`config.mk`:
```
export PLATFORM = sky130hd
export DESIGN_NAME = sp_regfmt_conv
export DESIGN_NICKNAME = d
export VERILOG_FILES = /design/src/rtl/sp_regfmt_pkg.sv /design/src/rtl/sp_expand.sv /design/src/rtl/sp_compress.sv /design/src/rtl/lw_pack.sv /design/src/rtl/sp_regfmt_conv.sv
export SDC_FILE = /design/constraint.sdc
export NUM_CORES = 1
export LEC_CHECK = 0
export CAP_MARGIN = 0
export CORE_MARGIN = 3
export CORE_UTILIZATION = 21
export DETAILED_ROUTE_END_ITERATION = 7
export PLACE_DENSITY_LB_ADDON = 0.2
export SYNTH_ARGS = -nofsm -noshare
export SYNTH_HDL_FRONTEND = slang
export SYNTH_SLANG_ARGS = --single-unit
```
`constraint.sdc`:
```
create_clock -name vclk -period 2
set_input_delay 0.4 -clock vclk [all_inputs]
set_output_delay 0.4 -clock vclk [all_outputs]
set_load 0.01 [all_outputs]
```
`src/rtl/sp_regfmt_pkg.sv`:
```
package sp_regfmt_pkg;

    localparam int MEM_W   = 32;
    localparam int REG_W   = 64;
    localparam int SEXP_W  = 8;
    localparam int DEXP_W  = 11;
    localparam int FRAC_W  = MEM_W - 1 - SEXP_W;
    localparam int PAD_W   = REG_W - 1 - DEXP_W - FRAC_W;
    localparam int LOW_W   = SEXP_W - 1;
    localparam int GAP_W   = DEXP_W - SEXP_W;
    localparam int LW_HI_W = 2;
    localparam int LW_LO_W = MEM_W - LW_HI_W;

    typedef enum logic [1:0] {
        CONV_LOAD   = 2'b00,
        CONV_STORE  = 2'b01,
        CONV_LWPACK = 2'b10,
        CONV_IDLE   = 2'b11
    } conv_mode_e;

    typedef struct packed {
        logic              sign;
        logic [SEXP_W-1:0] exp;
        logic [FRAC_W-1:0] frac;
    } mem_img_t;

    typedef struct packed {
        logic              sign;
        logic [DEXP_W-1:0] exp;
        logic [FRAC_W-1:0] frac;
        logic [PAD_W-1:0]  pad;
    } reg_img_t;

    typedef struct packed {
        logic ovf;
        logic inexact;
    } conv_flags_t;

    // Widen a narrow exponent while keeping the zero and all-ones codes.
    function automatic logic [DEXP_W-1:0] widen_exp(input logic [SEXP_W-1:0] e);
        logic             top;
        logic [LOW_W-1:0] low;
        logic [DEXP_W-1:0] w;
        top = e[SEXP_W-1];
        low = e[LOW_W-1:0];
        w   = {top, {GAP_W{1'b0}}, low};
        if (top && (&low)) begin
            w = '1;
        end else if (!top && (|low)) begin
            w[DEXP_W-2 -: GAP_W] = '1;
        end
        return w;
    endfunction

endpackage

```
`src/rtl/sp_expand.sv`:
```
module sp_expand
    import sp_regfmt_pkg::*;
(
    input  logic [MEM_W-1:0] mem_word,
    output logic [REG_W-1:0] reg_word
);
    mem_img_t m;
    reg_img_t r;

    always_comb begin
        m      = mem_img_t'(mem_word);
        r.sign = m.sign;
        r.exp  = widen_exp(m.exp);
        r.frac = m.frac;
        r.pad  = '0;
    end

    assign reg_word = REG_W'(r);
endmodule

```
`src/rtl/sp_compress.sv`:
```
module sp_compress
    import sp_regfmt_pkg::*;
(
    input  logic [REG_W-1:0] reg_word,
    output logic [MEM_W-1:0] mem_word
);
    reg_img_t r;

    always_comb begin
        r        = reg_img_t'(reg_word);
        mem_word = {r.sign, r.exp[DEXP_W-1], r.exp[LOW_W-1:0], r.frac};
    end
endmodule

```
`src/rtl/lw_pack.sv`:
```
module lw_pack
    import sp_regfmt_pkg::*;
(
    input  logic [REG_W-1:0] int_word,
    output logic [REG_W-1:0] reg_word,
    output conv_flags_t      flags
);
    localparam int GAP_BITS = REG_W - MEM_W - PAD_W;

    logic [REG_W-1:0] sext;
    logic             no_fit;

    always_comb begin
        sext          = {{(REG_W-MEM_W){int_word[MEM_W-1]}}, int_word[MEM_W-1:0]};
        no_fit        = (sext != int_word);
        reg_word      = {int_word[MEM_W-1 -: LW_HI_W], {GAP_BITS{1'b0}},
                         int_word[LW_LO_W-1:0], {PAD_W{1'b0}}};
        flags.ovf     = no_fit;
        flags.inexact = no_fit;
    end
endmodule

```
`src/rtl/sp_regfmt_conv.sv`:
```
module sp_regfmt_conv
    import sp_regfmt_pkg::*;
(
    input  logic [1:0]       mode_sel,
    input  logic [REG_W-1:0] data_in,
    output logic [REG_W-1:0] data_out,
    output logic             ovf_flag,
    output logic             inexact_flag
);
    logic [REG_W-1:0] load_res;
    logic [MEM_W-1:0] store_res;
    logic [REG_W-1:0] pack_res;
    conv_flags_t      pack_flags;
    conv_flags_t      out_flags;
    conv_mode_e       mode;

    sp_expand u_expand (
        .mem_word (data_in[MEM_W-1:0]),
        .reg_word (load_res)
    );

    sp_compress u_compress (
        .reg_word (data_in),
        .mem_word (store_res)
    );

    lw_pack u_pack (
        .int_word (data_in),
        .reg_word (pack_res),
        .flags    (pack_flags)
    );

    always_comb begin
        mode      = conv_mode_e'(mode_sel);
        data_out  = '0;
        out_flags = '0;
        unique case (mode)
            CONV_LOAD:   data_out = load_res;
            CONV_STORE:  data_out = {{(REG_W-MEM_W){1'b0}}, store_res};
            CONV_LWPACK: begin
                data_out  = pack_res;
                out_flags = pack_flags;
            end
            default: begin
                data_out  = '0;
                out_flags = '0;
            end
        endcase
    end

    assign ovf_flag     = out_flags.ovf;
    assign inexact_flag = out_flags.inexact;
endmodule

```
==> run summary <==
Status: completed
CP Data Required Time: 1.60 ns
Routed vias: 1389
Port Buf Inserts: 132
Synth top area share: 0.2669
CP Cell Sequence: clkdlybuf4s15_1 -> nor4_2 -> a31oi_1 -> o41a_1 -> buf_2
Seq_cells: 0
Max Fclk: 508.0 MHz
Setup ws final: 0.03149 ns
Synth warnings: 0
Worst vdd ir: 0.09981 mV
Number of routed nets with antenna violations: 0
Register area share after synthesis: 0
Grt total ovfl: 0
Synth Area per Inst: 5.909 sq um
Count of cell types in the netlist: 22
Largest fanout on the critical path: 3
CP max stage cell: o41a_1
Final Max Slew Viols: 0
Vias in the first global route: 1415
Synth Cell Area: 703.2 sq um
Nets@finish: 330
DR pass1 iterations: 4
Initial drt markers: 91
Syn nets: 185
Row count: 20
Final hold viol count: 0
Initial antenna violation count: 0
Commonest cells after routing, fill and taps aside: buf_2 (40), nor2b_1 (30), and2_1 (29)
Crit. End Element: primary output
Design area: 2100 sq um
First-pass GRT wire length: 6258 um
Die area: 4079 sq um
Pin slew with the least headroom to its limit: 0.2627 ns
Worst path max stage delay: 0.41 ns
Area occupied by multi-input gates: 716.9 sq um
Setup CP Type: in -> out
Share of cells above drive strength 1: 0.3359
Max Cap Viol: 0
Ports: 132
Area growth, synth to finish: 198.6%
GP Congestion: 0.7965
WL final: 4111 um
Pwr dens: 176.9 nW/um^2
Tot Pwr: 0.3713 mW
Leakage: 1.299 nW
Final Non-Filler Cells: 306
Final hold slack: 1.138 ns
Startpoint type of the worst setup path: primary input
Residual DRC count: 0
Area post-placement: 2155 sq um
Wire per inst: 13.43 um
GRT Total Usage: 0.1833
Final period util: 0.9843
Reg area: 0 sq um
Crit path DAT: 1.57 ns
Starting Density: 0.2248
Place WS: -0.6617 ns
Die width: 63.87 um
Clock buffers: 0
Max transition margin: 0.8234
Buffer and inverter count on the worst path: 2
Fin crit period: 1.969 ns
Syn Inst Count: 119
Die span in y: 63.87 um
Yosys top cell by area: nor2b_1
Vias per std cell: 4.539
CP delay by family, top: compound AO/OA/AOI/OAI gates
HP Class: in -> out
Detail Placement HPWL: 3347 um
Filler cells: 297
Commonest non-fill, non-tap cell in the layout: buf_2
Setup-failing EPs final: 0
CORE AREA: 3128 sq um
Largest net degree at the start of global routing: 16
Synth top area cells: nor2b_1 (27%), and2_1 (26%), nor3_1 (5.7%)
Placed Cells: 301
Diode count: 0
[synthesized netlist by cell type (3+ instances only)]
cell type / instances
and2_1: 29
buf_4: 3
nor3_1: 8
nand3_1: 4
o21ai_0: 3
clkbuf_1: 5
nor2b_1: 30
nor4_1: 5
nand2_1: 7
nand4_1: 3
a31oi_1: 5
nor2_1: 5
inv_1: 3
[per-layer routing]
layer | vias to the layer above | wire length, um | GRT usage
met5 | - | 0 | 0
met4 | 0 | 0 | 0
met3 | 0 | 525 | 0.06151
met2 | 85 | 2227 | 0.3781
met1 | 613 | 1359 | 0.1828
li1 | 691 | - | -
[per-stage QoR]
| stage | util | TNS [ns] |
|---|---|---|
| 2_1_floorplan | - | 0 |
| 3_3_place_gp | 0.6888 | -20.43 |
| 3_5_place_dp | 0.6888 | -21.12 |
| 4_1_cts | 0.6420 | 0 |
| 5_1_grt | 0.6712 | -0.05333 |
| 6_report | 0.6712 | 0 |
[logic make-up after synthesis]
logic type / Yosys count / synth area share
buffers and inverters: 13 / 0.09786
AND/OR/NAND/NOR: 96 / 0.8096
AO/OA/AOI/OAI: 10 / 0.09252
[tightest hold or removal path: cells and delay by family]
kind	cells	cell delay, ns
simple gates	1	0.11
buf+inv	2	0.22
[where the power goes]
group          leakage, nW  internal, mW  switching, mW
clock network            0             0              0
registers                0             0              0
logic                 1.30         0.221          0.151
total                 1.30         0.221          0.151
[cell type report]
class / instances / share of cell area
Inverter: 3 / 0.005364
Tap cell: 44 / 0.02622
Timing Repair Buffer: 153 / 0.6269
Multi-Input combinational cell: 106 / 0.3415
[worst paths after layout]
check | from | to | slack (ns) | cells past startpoint
setup / recovery | data_in[47] | inexact_flag | 0.03 | 5
hold / removal | data_in[56] | data_out[27] | 1.14 | 3
[what timing repair did]
item | CTS | global route
pin swaps | 14 | 15
gates cloned | 2 | 0
hold buffers | 0 | 0
resized for setup | 208 | 64
setup endpoints to repair | 66 | 28
setup buffers | 2 | 1
(Power assumes the default switching activity.)
